`src/rtl/mf_pkg.sv`:
```
// Shared definitions for the minifloat multiplier.
// Assumes: operand classes are consumed by the top-level special-case mux.
package mf_pkg;

    // Operand class after decoding.
    typedef enum logic [1:0] {
        CL_ZERO = 2'd0,
        CL_FIN  = 2'd1,
        CL_INF  = 2'd2,
        CL_NAN  = 2'd3
    } opclass_e;

    // Result kind resolved in stage one.
    typedef enum logic [1:0] {
        RK_NUM  = 2'd0,
        RK_ZERO = 2'd1,
        RK_INF  = 2'd2,
        RK_NAN  = 2'd3
    } reskind_e;

endpackage

```
`src/rtl/mf_unpack.sv`:
```
// Splits one operand into sign, class, significand with hidden bit and
// effective exponent (1 for denormals). Purely combinational.
// Assumes: EW >= 2, FW >= 2.
module mf_unpack #(
    parameter int EW = 4,
    parameter int FW = 3,
    localparam int W = 1 + EW + FW
) (
    input  logic [W-1:0]      op,
    output logic              sign,
    output mf_pkg::opclass_e  cls,
    output logic [FW:0]       sig,
    output logic [EW-1:0]     eeff
);
    logic [EW-1:0] efld;
    logic [FW-1:0] ffld;
    logic          e_zero;
    logic          e_ones;

    assign sign   = op[W-1];
    assign efld   = op[W-2:FW];
    assign ffld   = op[FW-1:0];
    assign e_zero = (efld == '0);
    assign e_ones = &efld;

    // Classify the operand and build significand and effective exponent.
    always_comb begin
        sig  = {!e_zero, ffld};
        eeff = e_zero ? EW'(1) : efld;
        if (e_ones)
            cls = (ffld == '0) ? mf_pkg::CL_INF : mf_pkg::CL_NAN;
        else if (e_zero && ffld == '0)
            cls = mf_pkg::CL_ZERO;
        else
            cls = mf_pkg::CL_FIN;
    end
endmodule

```
`src/rtl/mf_norm_round.sv`:
```
// Normalises a nonzero significand product, denormalises it with sticky
// collection when the exponent is below 1, rounds to nearest-even and
// saturates to infinity on overflow. Combinational.
// Assumes: prod != 0; er is the biased sum exp_a + exp_b - bias.
module mf_norm_round #(
    parameter int EW = 4,
    parameter int FW = 3,
    localparam int W   = 1 + EW + FW,
    localparam int PW  = 2 * (FW + 1),
    localparam int XW  = EW + 3
) (
    input  logic              sign,
    input  logic [XW-1:0]     er,
    input  logic [PW-1:0]     prod,
    output logic [W-1:0]      res
);
    localparam int LZW  = $clog2(PW + 1);
    localparam int EMAX = (1 << EW) - 1;

    logic [LZW-1:0]    lz;
    logic [PW-1:0]     norm;
    logic [XW-1:0]     en;
    logic              below;
    logic              ovf;
    logic [XW-1:0]     shs;
    logic [2*PW-1:0]   ext;
    logic [FW-1:0]     frac;
    logic              grd;
    logic              sticky;
    logic [EW-1:0]     efield;
    logic [EW+FW-1:0]  packed_mag;

    // Count leading zeros of the product.
    always_comb begin
        lz = LZW'(PW);
        for (int i = 0; i < PW; i++)
            if (prod[i]) lz = LZW'(PW - 1 - i);
    end

    assign norm  = prod << lz;
    assign en    = er + XW'(1) - XW'(lz);
    assign below = en[XW-1] || (en == '0);
    assign ovf   = !en[XW-1] && (en >= XW'(EMAX));

    // Right-shift amount into the denormal range, saturated past the sticky field.
    always_comb begin
        shs = below ? (XW'(1) - en) : '0;
        if (shs > XW'(PW + 1)) shs = XW'(PW + 1);
    end

    assign ext    = {norm, {PW{1'b0}}} >> shs;
    assign frac   = ext[2*PW-2 -: FW];
    assign grd    = ext[2*PW-2-FW];
    assign sticky = |ext[2*PW-3-FW:0];
    assign efield = ext[2*PW-1] ? en[EW-1:0] : '0;

    // Round to nearest-even; a fraction carry ripples into the exponent.
    always_comb begin
        packed_mag = {efield, frac} + (EW+FW)'(grd & (sticky | frac[0]));
        if (ovf) packed_mag = {{EW{1'b1}}, {FW{1'b0}}};
        res = {sign, packed_mag};
    end
endmodule

```
`src/rtl/mf_mul.sv`:
```
// Two-stage minifloat multiplier. Stage one decodes the operands, resolves
// special cases and registers the significand product and the exponent sum.
// Stage two normalises, rounds and registers the result.
// Assumes: FW >= 2 (canonical NaN uses the top fraction bit).
module mf_mul #(
    parameter int EW = 4,
    parameter int FW = 3
) (
    input  logic              clk,
    input  logic              rst_n,
    input  logic              in_valid,
    input  logic [EW+FW:0]    in_a,
    input  logic [EW+FW:0]    in_b,
    output logic              out_valid,
    output logic [EW+FW:0]    out_res
);
    import mf_pkg::*;

    localparam int W    = 1 + EW + FW;
    localparam int PW   = 2 * (FW + 1);
    localparam int XW   = EW + 3;
    localparam int BIAS = (1 << (EW - 1)) - 1;
    localparam logic [W-1:0] NAN_CODE = {1'b0, {EW{1'b1}}, 1'b1, {(FW-1){1'b0}}};
    localparam logic [W-2:0] INF_MAG  = {{EW{1'b1}}, {FW{1'b0}}};

    logic [W-1:0]   ops  [2];
    logic           sgn  [2];
    opclass_e       cls  [2];
    logic [FW:0]    sig  [2];
    logic [EW-1:0]  eeff [2];

    assign ops[0] = in_a;
    assign ops[1] = in_b;

    for (genvar g = 0; g < 2; g++) begin : g_unp
        mf_unpack #(.EW(EW), .FW(FW)) u_unp (
            .op   (ops[g]),
            .sign (sgn[g]),
            .cls  (cls[g]),
            .sig  (sig[g]),
            .eeff (eeff[g])
        );
    end

    reskind_e        kind_d;
    logic            s1_valid;
    reskind_e        s1_kind;
    logic            s1_sign;
    logic [XW-1:0]   s1_er;
    logic [PW-1:0]   s1_prod;
    logic [W-1:0]    nr_res;

    // Resolve the special-case priority: NaN, then infinity, then zero.
    always_comb begin
        if (cls[0] == CL_NAN || cls[1] == CL_NAN ||
            (cls[0] == CL_INF && cls[1] == CL_ZERO) ||
            (cls[0] == CL_ZERO && cls[1] == CL_INF))
            kind_d = RK_NAN;
        else if (cls[0] == CL_INF || cls[1] == CL_INF)
            kind_d = RK_INF;
        else if (cls[0] == CL_ZERO || cls[1] == CL_ZERO)
            kind_d = RK_ZERO;
        else
            kind_d = RK_NUM;
    end

    // Stage one: register the kind, sign, exponent sum and significand product.
    always_ff @(posedge clk) begin
        if (!rst_n) begin
            s1_valid <= 1'b0;
            s1_kind  <= RK_ZERO;
            s1_sign  <= 1'b0;
            s1_er    <= '0;
            s1_prod  <= '0;
        end else begin
            s1_valid <= in_valid;
            s1_kind  <= kind_d;
            s1_sign  <= sgn[0] ^ sgn[1];
            s1_er    <= XW'(eeff[0]) + XW'(eeff[1]) - XW'(BIAS);
            s1_prod  <= PW'(sig[0]) * PW'(sig[1]);
        end
    end

    mf_norm_round #(.EW(EW), .FW(FW)) u_nr (
        .sign (s1_sign),
        .er   (s1_er),
        .prod (s1_prod),
        .res  (nr_res)
    );

    // Stage two: select the final code and register it.
    always_ff @(posedge clk) begin
        if (!rst_n) begin
            out_valid <= 1'b0;
            out_res   <= '0;
        end else begin
            out_valid <= s1_valid;
            case (s1_kind)
                RK_NAN:  out_res <= NAN_CODE;
                RK_INF:  out_res <= {s1_sign, INF_MAG};
                RK_ZERO: out_res <= {s1_sign, {(W-1){1'b0}}};
                default: out_res <= nr_res;
            endcase
        end
    end

    // Port-level observation helpers for the properties below.
    logic a_nan, b_nan, a_zero, b_zero, a_fin_or_zero, b_fin_or_zero;
    assign a_nan  = (&in_a[W-2:FW]) && (|in_a[FW-1:0]);
    assign b_nan  = (&in_b[W-2:FW]) && (|in_b[FW-1:0]);
    assign a_zero = (in_a[W-2:0] == '0);
    assign b_zero = (in_b[W-2:0] == '0);
    assign a_fin_or_zero = !(&in_a[W-2:FW]);
    assign b_fin_or_zero = !(&in_b[W-2:FW]);

    p_latency_r1: assert property (@(posedge clk) disable iff (!rst_n)
        ($past(rst_n) && $past(rst_n, 2)) |-> (out_valid == $past(in_valid, 2)));

    p_sign_xor_r2: assert property (@(posedge clk) disable iff (!rst_n)
        ($past(rst_n) && $past(rst_n, 2) && out_valid && out_res != NAN_CODE)
        |-> (out_res[W-1] == $past(in_a[W-1] ^ in_b[W-1], 2)));

    p_inf_code_r4: assert property (@(posedge clk) disable iff (!rst_n)
        (out_valid && (&out_res[W-2:FW]))
        |-> (out_res[FW-1:0] == '0 || out_res == NAN_CODE));

    p_zero_r7: assert property (@(posedge clk) disable iff (!rst_n)
        ($past(rst_n) && $past(rst_n, 2) && out_valid &&
         $past((a_zero && b_fin_or_zero) || (b_zero && a_fin_or_zero), 2))
        |-> (out_res[W-2:0] == '0));

    p_nan_r9: assert property (@(posedge clk) disable iff (!rst_n)
        ($past(rst_n) && $past(rst_n, 2) && out_valid && $past(a_nan || b_nan, 2))
        |-> (out_res == NAN_CODE));
endmodule

```
`config.mk`:
```
export PLATFORM = sky130hd
export DESIGN_NAME = mf_mul
export DESIGN_NICKNAME = d
export VERILOG_FILES = /design/src/rtl/mf_pkg.sv /design/src/rtl/mf_unpack.sv /design/src/rtl/mf_norm_round.sv /design/src/rtl/mf_mul.sv
export SDC_FILE = /design/constraint.sdc
export NUM_CORES = 1
export LEC_CHECK = 0
export ABC_AREA = 0
export BUFFER_PORTS_ARGS = -buffer_cell sky130_fd_sc_hd__buf_2
export CAP_MARGIN = 20
export CORE_ASPECT_RATIO = 0.5
export CORE_UTILIZATION = 40
export CTS_CLUSTER_DIAMETER = 50
export DETAILED_ROUTE_END_ITERATION = 12
export GPL_TIMING_DRIVEN = 1
export SLEW_MARGIN = 25
export SYNTH_ARGS = -nofsm -noshare
export SYNTH_HDL_FRONTEND = slang
export SYNTH_HIERARCHICAL = 1
export SYNTH_SLANG_ARGS = --single-unit
```
`constraint.sdc`:
```
create_clock -name clk -period 5.5 [get_ports clk]
set_input_delay 0.55 -clock clk [delete_from_list [all_inputs] [get_ports clk]]
set_output_delay 0.55 -clock clk [all_outputs]
set_load 0.1 [all_outputs]
```
==> results_tabular.tex, run 1 <==
\begin{tabular}{lr}
\hline
Metric & Value \\
\hline
\multicolumn{2}{l}{\textbf{Worst setup path}} \\
\quad Classification of the worst setup path & reg -> reg \\
\quad Count of cells along the worst register-to-register path & 21 \\
\quad Data arrival, critical path & about 5200 ps \\
\quad R2r setup slk & approximately 460 ps \\
\quad Startpoint of the most critical register-to-register path & s1\_prod[7] \\
\quad Destination of the critical timing path & out\_res[4] \\
\quad CP max FO & 11 \\
\quad Element type at the critical path start & flip-flop \\
\quad Category of the worst setup path capture point & flip-flop \\
\quad Endpoint of the lowest-slack register-to-register path & out\_res[4] \\
\quad Cell seen most often among critical-path stages & ha\_1 \\
\quad Start point of the critical path & s1\_prod[7] \\
\quad Stage delay of the slowest cell on the critical path & roughly 600 ps \\
\quad Slowest cell on the critical path & o41ai\_2 \\
\quad Required time of the critical path & about 5700 ps \\
\quad List of cells traversed by the critical path & o41ai\_2 -> inv\_1 -> ha\_1 -> ha\_1 -> fa\_1 -> xor2\_1 -> nor3\_1 -> or3\_1 -> a211o\_1 -> a2bb2oi\_4 -> buf\_4 -> nand2\_4 -> nor4\_2 -> o21ba\_2 -> nor2\_1 -> ha\_1 -> nand3\_1 -> xnor2\_1 -> o21ai\_0 -> nor2b\_1 -> o21a\_1 \\
\multicolumn{2}{l}{\textbf{Timing}} \\
\quad Number of failing hold endpoints at the final stage & 0 \\
\quad Timing-limited maximum frequency & between 0.15 and 0.2 GHz \\
\quad Number of max-slew violations in the final report & 0 \\
\quad Max-slew headroom & 0.594 \\
\quad Final clock period utilization by the worst path & 0.916 \\
\quad Shortest period the worst path allows & 5040 ps \\
\quad Final Setup Violations & 0 \\
\quad Setup repair after global routing missed its margin & no \\
\quad Total negative slack for setup checks & 0 ps \\
\quad Worst clock skew on the final layout & 5.01 ps \\
\quad Actual slew at the worst max-slew pin & around 600 ps \\
\multicolumn{2}{l}{\textbf{Drt}} \\
\quad Drt via density & approximately 5.3 \\
\quad Pre-Repair DR Iteration Count & 4 \\
\quad Count of antenna-violating nets left after detailed routing & 0 \\
\quad Remaining design rule violation count & 0 \\
\quad Total via count in the routed design & around 2,400 \\
\quad Wire length reported by the detailed router & a little over 6000 um \\
\quad Routed wire length per instance & between 10 and 15 um \\
\quad Violation count after the first detailed-route iteration & roughly 110 \\
\multicolumn{2}{l}{\textbf{Clock network}} \\
\quad Buffers from clock root to sink, at most & 2 \\
\quad Clock tree from TritonCTS & built \\
\quad Number of buffers created by CTS & 3 \\
\quad Skew-Pair Late Insertion Delay & roughly 260 ps \\
\quad Post-CTS Setup Repair Bufs & 0 \\
\quad Clock-pin transition on the worst setup and hold timing paths & 70 ps \\
\quad Deepest level of the CTS H-tree & 1 \\
\quad Root Buffer Master & clkbuf\_16 \\
\quad Sinks on the clock net & 27 \\
\multicolumn{2}{l}{\textbf{Finish}} \\
\quad Fraction of final layout cells with drive strength greater than 1 & 0.173 \\
\quad Area of the multi-input gates & between 2000 and 2500 sq um \\
\quad Count of fill cells added during filler insertion & between 600 and 700 \\
\quad Number of inserted diodes & 0 \\
\quad Summed area of non-filler cells in the final layout & 3080 sq um \\
\quad Most frequent cells in the layout & ha\_1, inv\_1, buf\_2, dfxtp\_1, and2\_1 \\
\quad Total Nets Final & 416 \\
\quad Total area of sequential cells & between 500 and 600 sq um \\
\quad Most frequent standard cell in the layout excluding fill and tap cells & ha\_1 \\
\quad Synth-to-layout area growth & 9.15\% \\
\multicolumn{2}{l}{\textbf{Logic synthesis}} \\
\quad Share of synthesized registers carrying an async set or reset & 0 \\
\quad Number of flip-flops and latches in the synthesized netlist & 27 \\
\quad Number of enable-type register cells in the synthesized netlist & 0 \\
\quad Sequential-to-total area share from yosys stat & 0.192 \\
\quad Total nets after synthesis & about 400 \\
\quad Synthesized cell area & around 2800 sq um \\
\quad Mean area per synthesized cell & $\sim$8.1 sq um \\
\quad Dominant register cell in the synthesized netlist & dfxtp\_1 \\
\quad Yosys cell types & 66 \\
\quad Mapped Cells & 346 \\
\quad Number of warnings printed during yosys synthesis & 6 \\
\multicolumn{2}{l}{\textbf{Pwr}} \\
\quad Power per cell area & between 500 and 600 nW/um\^{}2 \\
\quad Static leakage power & 1.44 nW \\
\quad IR drop worst, VDD & 165 uV \\
\multicolumn{2}{l}{\textbf{Die}} \\
\quad Overall die area & around 7400 sq um \\
\quad Die Wd & $\sim$120 um \\
\quad Number of primary I/O pins & 28 \\
\quad Number of rows in the core area & 21 \\
\quad Vertical extent of the die & 61.4 um \\
\quad Placeable Area & 6750 sq um \\
\quad Starting Density & 0.417 \\
\multicolumn{2}{l}{\textbf{GRT}} \\
\quad Pin count of the biggest net entering global routing & 33 \\
\quad Total global-route track usage & 0.176 \\
\quad Initial antenna violation count & 0 \\
\quad Vias in the first global route & $\sim$2,200 \\
\quad Overflow left after global routing & 0 \\
\quad Global-route wire length before repair & $\sim$10,000 um \\
\multicolumn{2}{l}{\textbf{Hold path}} \\
\quad Tightest Hold Check Type & reg -> reg \\
\quad Hold Path Depth & 1 \\
\quad Start point of the worst min-delay path & s1\_valid \\
\multicolumn{2}{l}{\textbf{Run}} \\
\quad Count of max-cap constraint violations & 0 \\
\multicolumn{2}{l}{\textbf{Placement}} \\
\quad Dpl hpwl & 4930 um \\
\quad Gpl congestion & between 0.9 and 1 \\
\quad Port Buffer Count & 27 \\
\quad Area of placed instances & just under 3000 sq um \\
\multicolumn{2}{l}{\textbf{Run status}} \\
\quad Outcome & finished, final reports clean \\
\hline
\end{tabular}
-- repair_timing --
action,in CTS,in global routing
setup endpoints to repair,0,2
gates resized for setup,0,4
hold buffers,0,0
-- cell type report --
class / count / share of cell area
Clock buffer: 3 / 0.0244
Clock inverter: 1 / 0.00163
Inverter: 29 / 0.0354
Multi-Input combinational cell: 265 / 0.664
Sequential cell: 27 / 0.176
Tap cell: 92 / 0.0374
Timing Repair Buffer: 34 / 0.0610
-- per-layer routing --
metal,up-vias,wire (um),GRT usage
met4,0,38,0.0459
met1,1117,3130,0.228
li1,1239,-,-
met2,40,2820,0.323
met3,4,160,0.0204
met5,-,0,0
-- worst min path at each step --
| stage | to | slack (ps) |
|---|---|---|
| floorplan | out_valid | 410 |
| global placement | out_valid | 420 |
| detailed placement | out_valid | 430 |
| CTS | out_valid | 440 |
| global route | out_valid | 470 |
| finish | out_valid | 430 |
-- critical path: cells and delay by family (launching register included) --
family                     cells  cell delay [ps]
AOI/OAI and AO/OA              6             1640
xor gates and xnor gates       2              440
adders and majority gates      4             1050
buffers and inverters          2              300
DFF                            1              410
and+or+nand+nor                7             1080
-- power breakdown --
| part | switching, mW | total [mW] | leakage (nW) | internal, mW |
|---|---|---|---|---|
| registers | 0.0263 | 0.251 | 0.223 | 0.225 |
| logic | 0.680 | 1.14 | 1.17 | 0.460 |
| clock network | 0.0642 | 0.162 | 0.0409 | 0.0980 |
| total | 0.770 | 1.55 | 1.44 | 0.783 |
-- synthesized netlist by cell type (4+ instances only) --
cell,n,area [sq um]
ha_1,31,388
inv_1,29,109
dfxtp_1,27,541
and2_1,26,163
nand2_1,23,86.3
a21oi_1,16,80.1
nor2_1,13,48.8
o21ai_0,13,65.1
buf_4,11,82.6
clkbuf_1,10,37.5
nand3_1,10,50.1
mux2i_1,9,90.1
nor3_1,9,45.0
xor2_1,9,78.8
nor2b_1,7,43.8
o21a_1,7,52.6
a211oi_1,6,45.0
fa_1,6,120
and3_1,5,31.3
a211o_1,4,35.0
nand2b_1,4,25.0
nand3b_1,4,30.0
nor4_1,4,25.0
-- state kept, by name, indices dropped and copies added (netlist names) --
register   flops
s1_prod        8
s1_er          6
s1_sign        1
out_res        8
s1_valid       1
s1_kind        2
out_valid      1
-- cells by family after synthesis --
| group | count (synthesis) | share of synthesized area |
|---|---|---|
| multiplexers | 10 | 0.0360 |
| XOR/XNOR | 12 | 0.0373 |
| buffers and inverters | 54 | 0.0928 |
| AO/OA/AOI/OAI | 80 | 0.204 |
| adder cells (fa/ha/maj) | 37 | 0.180 |
| flip-flops | 27 | 0.192 |
| AND/OR/NAND/NOR | 126 | 0.258 |
-- through the flow --
stage / hold WS (ps) / utilization / std cells / total power, mW / setup slack, ps
6_report: 433 / 0.455 / 451 / 1.55 / 463
5_1_grt: 466 / 0.455 / 451 / 1.68 / 40.9
4_1_cts: 436 / 0.451 / 451 / 1.52 / 364
3_5_place_dp: 427 / 0.440 / 447 / 1.34 / 383
3_3_place_gp: 419 / 0.440 / 447 / 1.34 / 494
2_1_floorplan: 412 / - / 346 / 1.13 / 657
Note: power is estimated with default switching activity, not from simulation.
==> run 2, diff against run 1 <==
- BUFFER_PORTS_ARGS: -buffer_cell sky130_fd_sc_hd__buf_2 -> -buffer_cell sky130_fd_sc_hd__buf_4
- CTS_BUF_LIST: unset -> sky130_fd_sc_hd__clkbuf_8
==> run 2 against run 1 <==
  * Core utilization grew 0.80 points
  * First-iteration DRC count rose by 28%
  * Cell area increased by 1.7%
  * Clock skew decreased by 2.5 ps
  * Non-clock buffer count up 2
  * Clock-buffer cell count stayed put
  * Clock power is 24% lower
  * Critical endpoint unchanged
  * Largest power group unchanged
==> results_tabular.tex, run 2 (same netlist as run 1, synthesis figures left out) <==
\begin{tabular}{lr}
\hline
Metric & Value \\
\hline
\multicolumn{2}{l}{\textbf{Timing}} \\
\quad Actual slew at the worst max-slew pin & between 500 and 600 ps \\
\quad Final Setup Violations & 0 \\
\quad Number of failing hold endpoints at the final stage & 0 \\
\quad Shortest period the worst path allows & slightly above 5000 ps \\
\quad Final clock period utilization by the worst path & 0.922 \\
\quad Worst clock skew on the final layout & roughly 2.5 ps \\
\quad Max-slew headroom & 0.652 \\
\quad Number of max-slew violations in the final report & 0 \\
\quad Setup repair after global routing missed its margin & no \\
\quad Fin worst setup slack & 429 ps \\
\quad Total negative slack for setup checks & 0 ps \\
\quad Timing-limited maximum frequency & around 0.20 GHz \\
\multicolumn{2}{l}{\textbf{Die}} \\
\quad Overall die area & 7400 sq um \\
\quad Starting Density & 0.417 \\
\quad Die Wd & between 100 and 150 um \\
\quad Number of rows in the core area & 21 \\
\quad Placeable Area & around 6800 sq um \\
\quad Vertical extent of the die & between 60 and 70 um \\
\quad Number of primary I/O pins & 28 \\
\multicolumn{2}{l}{\textbf{GRT}} \\
\quad Global-route wire length before repair & 10,600 um \\
\quad Vias in the first global route & approximately 2,300 \\
\quad Initial antenna violation count & 0 \\
\quad Pin count of the biggest net entering global routing & 33 \\
\quad Total global-route track usage & 0.179 \\
\quad Overflow left after global routing & 0 \\
\multicolumn{2}{l}{\textbf{Worst setup path}} \\
\quad CP max FO & 11 \\
\quad Category of the worst setup path capture point & flip-flop \\
\quad Classification of the worst setup path & reg -> reg \\
\quad Required time of the critical path & 5690 ps \\
\quad Data arrival, critical path & between 5000 and 6000 ps \\
\quad Element type at the critical path start & flip-flop \\
\multicolumn{2}{l}{\textbf{Pwr}} \\
\quad Net Sw Frac & 0.508 \\
\quad Share of power burned in registers & 0.167 \\
\quad Clock power share & 0.079 \\
\quad Logic pwr share & 0.754 \\
\quad Switching Power & 0.784 mW \\
\quad Power per cell area & just under 500 nW/um\^{}2 \\
\quad Int Pwr & 0.760 mW \\
\quad IR drop worst, VDD & approximately 170 uV \\
\quad Static leakage power & 1.45 nW \\
\multicolumn{2}{l}{\textbf{Finish}} \\
\quad Most frequent cells in the layout & buf\_4, ha\_1, inv\_1, dfxtp\_1, and2\_1 \\
\quad Count of fill cells added during filler insertion & slightly below 700 \\
\quad Core occupancy in the finished layout & 0.463 \\
\quad Non-filler cells in the finished layout & around 450 \\
\quad Summed area of non-filler cells in the final layout & around 3100 sq um \\
\quad Total Nets Final & around 420 \\
\quad Top Registers & out\_res: 8 flops, s1\_prod: 8 flops, s1\_er: 6 flops \\
\quad Fraction of final layout cells with drive strength greater than 1 & 0.172 \\
\quad Number of inserted diodes & 0 \\
\quad Synth-to-layout area growth & 11.1\% \\
\quad Most frequent standard cell in the layout excluding fill and tap cells & buf\_4 \\
\multicolumn{2}{l}{\textbf{Drt}} \\
\quad Pre-Repair DR Iteration Count & 4 \\
\quad Routed wire length per instance & $\sim$14 um \\
\quad Drt via density & $\sim$5.4 \\
\quad Wire length reported by the detailed router & between 6000 and 7000 um \\
\quad Violation count after the first detailed-route iteration & 140 \\
\quad Remaining design rule violation count & 0 \\
\quad Count of antenna-violating nets left after detailed routing & 0 \\
\quad Total via count in the routed design & 2,436 \\
\multicolumn{2}{l}{\textbf{Placement}} \\
\quad Port Buffer Count & 27 \\
\quad Post-place setup slack & 342 ps \\
\quad Cell count after placement & about 450 \\
\quad Area of placed instances & a little over 3000 sq um \\
\quad Dpl hpwl & slightly above 5000 um \\
\quad Gpl congestion & 0.892 \\
\multicolumn{2}{l}{\textbf{Clock network}} \\
\quad Post-CTS Setup Repair Bufs & 0 \\
\quad Clock tree from TritonCTS & built \\
\quad Sinks on the clock net & 27 \\
\quad Buffers from clock root to sink, at most & 2 \\
\quad Skew-Pair Late Insertion Delay & $\sim$280 ps \\
\quad Deepest level of the CTS H-tree & 1 \\
\quad Root Buffer Master & clkbuf\_8 \\
\quad Number of buffers created by CTS & 3 \\
\quad Clock-pin transition on the worst setup and hold timing paths & around 100 ps \\
\multicolumn{2}{l}{\textbf{Run}} \\
\quad Count of max-cap constraint violations & 0 \\
\multicolumn{2}{l}{\textbf{Run status}} \\
\quad Outcome & finished, final reports clean \\
\multicolumn{2}{l}{\textbf{Hold path}} \\
\quad Tightest Hold Check Type & reg -> reg \\
\hline
\end{tabular}
==> run 2: changes by cell type in the layout (fill, tap and decap cells not counted), sizes merged <==
cell and delta:
clkinv -1, inv +1, buf +2
==> run 2: area by class of cell <==
cell class / count / area [sq um] / share of cell area
tap: 92 / 115 / 0.0368
sequential: 27 / 541 / 0.173
clock inverter: 1 / 8.76 / 0.00280
clock buffer: 3 / 41.3 / 0.0132
inverter: 29 / 109 / 0.0348
timing repair buffer: 36 / 270 / 0.0864
multi-input combinational: 265 / 2040 / 0.653
==> run 2: final timing paths <==
path / end / slack (ps) / start / cells past startpoint
hold reg to reg: out_valid / 460 / s1_valid / 1
hold / removal: out_valid / 460 / s1_valid / 1
setup / recovery: out_res[4] / 430 / s1_prod[7] / 24
setup reg to reg: out_res[4] / 430 / s1_prod[7] / 24
==> run 2: layer usage <==
metal | vias to the layer above | part of all wire | track usage
met3 | 6 | 0.040 | 0.0148
met1 | 1132 | 0.51 | 0.251
li1 | 1242 | - | -
met2 | 56 | 0.43 | 0.298
met5 | - | 0 | 0
met4 | 0 | 0.014 | 0.0617
==> run 2: worst max-delay path: stages (launching register included) <==
cell,delay (ps)
dfxtp_1,600
nor2_1,90
buf_4,170
nand2_1,70
inv_1,60
ha_1,270
inv_1,40
ha_1,210
fa_1,440
xor2_1,290
nor3_1,120
or3_1,320
a211o_1,340
a2bb2oi_4,230
buf_4,190
nand2_4,60
nor4_1,300
o21ba_2,240
nor2_1,90
ha_1,200
nand3_1,110
xnor2_1,140
o21ai_0,80
nor2b_1,160
o21a_1,180
==> run 2: power by group through the flow <==
stage,registers (mW),clock network [mW],logic (mW)
3_5_place_dp,0.259,0,1.12
4_1_cts,0.255,0.129,1.13
3_3_place_gp,0.260,0,1.11
5_1_grt,0.262,0.134,1.28
6_report,0.258,0.123,1.16
2_1_floorplan,0.342,0,0.785
==> run 2: through the flow <==
stage	hold slack [ps]	power, mW
2_1_floorplan	412	1.13
3_3_place_gp	416	1.37
3_5_place_dp	437	1.38
4_1_cts	462	1.51
5_1_grt	482	1.68
6_report	457	1.54
==> run 2: what timing repair did <==
action | 4_1_cts | 5_1_grt
resized for setup | 0 | 3
hold buffers | 0 | 0
setup endpoints to repair | 0 | 3
==> run 3, diff against run 2 <==
- CORE_ASPECT_RATIO: 0.5 -> 1.2
==> run 3 against run 2 <==
  * Clock-buffer cell count did not move
  * First-iteration DRC count increased by 24%
  * Global-route usage decreased by 1.0 points
  * Die area is 0.26% lower
  * Clock power fell by 5%
  * Highest routed layer unchanged
==> results_tabular.tex, run 3 (same netlist as run 1, synthesis figures left out) <==
\begin{tabular}{lr}
\hline
Metric & Value \\
\hline
\multicolumn{2}{l}{\textbf{Drt}} \\
\quad Routed wire length per instance & approximately 13 um \\
\quad Drt via density & around 5.4 \\
\quad Count of antenna-violating nets left after detailed routing & 0 \\
\quad Wire length reported by the detailed router & roughly 5900 um \\
\quad Remaining design rule violation count & 0 \\
\quad Pre-Repair DR Iteration Count & 4 \\
\quad Violation count after the first detailed-route iteration & about 170 \\
\quad Total via count in the routed design & 2,412 \\
\multicolumn{2}{l}{\textbf{Worst setup path}} \\
\quad Required time of the critical path & between 5000 and 6000 ps \\
\quad Start point of the critical path & s1\_prod[0] \\
\quad R2r setup slk & roughly 320 ps \\
\quad Number of buffers and inverters on the critical path & 4 \\
\quad Destination of the critical timing path & out\_res[4] \\
\quad CP max FO & 8 \\
\quad Count of cells along the worst register-to-register path & 26 \\
\quad Category of the worst setup path capture point & flip-flop \\
\quad Element type at the critical path start & flip-flop \\
\quad Endpoint of the lowest-slack register-to-register path & out\_res[4] \\
\quad Data arrival, critical path & about 5400 ps \\
\quad Slowest cell on the critical path & fa\_2 \\
\quad CP top delay family & compound AO/OA/AOI/OAI gates \\
\quad Startpoint of the most critical register-to-register path & s1\_prod[0] \\
\quad Stage delay of the slowest cell on the critical path & between 400 and 500 ps \\
\quad Critical Path Stages & 26 \\
\quad Classification of the worst setup path & reg -> reg \\
\multicolumn{2}{l}{\textbf{Die}} \\
\quad Starting Density & 0.414 \\
\quad Vertical extent of the die & $\sim$94 um \\
\quad Overall die area & around 7400 sq um \\
\quad Number of rows in the core area & 33 \\
\quad Placeable Area & just under 7000 sq um \\
\quad Die Wd & $\sim$80 um \\
\quad Number of primary I/O pins & 28 \\
\multicolumn{2}{l}{\textbf{Timing}} \\
\quad Max-slew headroom & 0.604 \\
\quad Final Setup Violations & 0 \\
\quad Timing-limited maximum frequency & around 0.19 GHz \\
\quad Shortest period the worst path allows & about 5200 ps \\
\quad Post-Route Hold Slack & 448 ps \\
\quad Actual slew at the worst max-slew pin & around 600 ps \\
\quad Final clock period utilization by the worst path & 0.941 \\
\quad Number of failing hold endpoints at the final stage & 0 \\
\quad Number of max-slew violations in the final report & 0 \\
\quad Worst clock skew on the final layout & 3.17 ps \\
\multicolumn{2}{l}{\textbf{Run}} \\
\quad Count of max-cap constraint violations & 0 \\
\multicolumn{2}{l}{\textbf{Pwr}} \\
\quad Net Sw Frac & 0.503 \\
\quad Clock power share & 0.075 \\
\quad IR drop worst, VDD & between 200 and 250 uV \\
\quad Switching Power & between 0.7 and 0.8 mW \\
\quad Static leakage power & around 1.4 nW \\
\quad Post-route total power & 1.56 mW \\
\quad Logic pwr share & 0.762 \\
\quad Share of power burned in registers & 0.163 \\
\quad Int Pwr & about 0.78 mW \\
\quad Power per cell area & between 400 and 500 nW/um\^{}2 \\
\multicolumn{2}{l}{\textbf{Placement}} \\
\quad Port Buffer Count & 27 \\
\quad Cell count after placement & $\sim$440 \\
\quad Dpl hpwl & 4630 um \\
\quad Gpl congestion & between 0.9 and 1 \\
\multicolumn{2}{l}{\textbf{GRT}} \\
\quad Pin count of the biggest net entering global routing & 33 \\
\quad Initial antenna violation count & 0 \\
\quad Vias in the first global route & 2,230 \\
\quad Total global-route track usage & 0.169 \\
\quad Global-route wire length before repair & 10,100 um \\
\quad Overflow left after global routing & 0 \\
\multicolumn{2}{l}{\textbf{Finish}} \\
\quad Number of inserted diodes & 0 \\
\quad Synth-to-layout area growth & 11.5\% \\
\quad Area of the multi-input gates & 2060 sq um \\
\quad Total area of sequential cells & $\sim$540 sq um \\
\quad Core occupancy in the finished layout & 0.461 \\
\quad Non-filler cells in the finished layout & 448 \\
\quad Fraction of final layout cells with drive strength greater than 1 & 0.197 \\
\quad Total Nets Final & between 400 and 500 \\
\quad Most frequent standard cell in the layout excluding fill and tap cells & buf\_4 \\
\quad Count of fill cells added during filler insertion & 697 \\
\quad Most frequent cells in the layout & buf\_4, ha\_1, inv\_1, and2\_1, dfxtp\_1 \\
\quad Top Registers & out\_res: 8 flops, s1\_prod: 8 flops, s1\_er: 6 flops \\
\multicolumn{2}{l}{\textbf{Clock network}} \\
\quad Number of buffers created by CTS & 3 \\
\quad Deepest level of the CTS H-tree & 1 \\
\quad Buffers from clock root to sink, at most & 2 \\
\quad Sinks on the clock net & 27 \\
\quad Clock tree from TritonCTS & built \\
\quad Clock-pin transition on the worst setup and hold timing paths & around 100 ps \\
\quad Root Buffer Master & clkbuf\_8 \\
\quad Skew-Pair Late Insertion Delay & 280 ps \\
\quad Hold-fix buffer count after cts & 0 \\
\multicolumn{2}{l}{\textbf{Run status}} \\
\quad Outcome & finished, final reports clean \\
\multicolumn{2}{l}{\textbf{Hold path}} \\
\quad Tightest Hold Check Type & reg -> reg \\
\hline
\end{tabular}
-- run 3: cell types whose count changed in the layout (fill, tap and decap cells not counted), sizes merged --
cell,previous run,this run
clkinvlp,0,1
inv,30,29
-- run 3: metal layers --
layer  up-vias  GRT usage  share of wire
met2        62      0.289           0.48
met5         -          0              0
met3        14     0.0136          0.034
met4         0     0.0679          0.027
met1      1091      0.218           0.46
li1       1245          -              -
-- run 3: through the flow --
step	setup TNS [ps]	area (sq um)	worst slack (ps)
6_report	0	3140	323
5_1_grt	-91.8	3140	-59.6
4_1_cts	0	3070	45.6
3_5_place_dp	0	3010	51.6
3_3_place_gp	0	3010	115
2_1_floorplan	0	2820	657
-- run 3: worst min-delay path by stage --
stage	startpoint	to	cells past startpoint
6_report	s1_valid	out_valid	1
4_1_cts	s1_valid	out_valid	1
3_3_place_gp	s1_valid	out_valid	1
2_1_floorplan	s1_valid	out_valid	1
5_1_grt	in_valid	s1_valid	2
3_5_place_dp	s1_valid	out_valid	1
-- run 3: worst register-to-register path, stage by stage, from the launching register on --
cell and delay [ps]:
dfxtp_2 410, nor2_1 100, o31ai_2 360, nand2_1 140, inv_2 130, ha_1 240, inv_1 60, ha_1 190
fa_2 480, inv_2 100, ha_2 220, o21ai_0 90, nor2_1 210, a311oi_1 80, a211o_1 270, a2bb2oi_4 270
buf_4 210, nand2_4 60, nor4_2 190, o21ba_2 220, nor2_1 90, ha_1 210, nand3_1 120, xnor2_1 190
o21ai_0 90, nor2b_1 160, o21a_1 170
-- run 3: power groups by stage --
| stage | Sequential [mW] | Combinational, mW | Clock [mW] |
|---|---|---|---|
| global route | 0.259 | 1.32 | 0.126 |
| detailed placement | 0.257 | 1.07 | 0 |
| global placement | 0.257 | 1.08 | 0 |
| floorplan | 0.342 | 0.785 | 0 |
| CTS | 0.253 | 1.10 | 0.120 |
| finish | 0.255 | 1.19 | 0.117 |
-- run 3: cell type report --
cell class,count,area share
multi-input combinational,265,0.656
sequential,27,0.173
timing repair buffer,36,0.0860
inverter,29,0.0346
tap,87,0.0346
clock buffer,3,0.0131
clock inverter,1,0.00239
-- run 3: what timing repair did --
item / in CTS / in global routing
gates resized for setup: 1 / 11
buffers inserted: 0 / 5
pin swaps: 0 / 4
setup endpoints to repair: 1 / 6
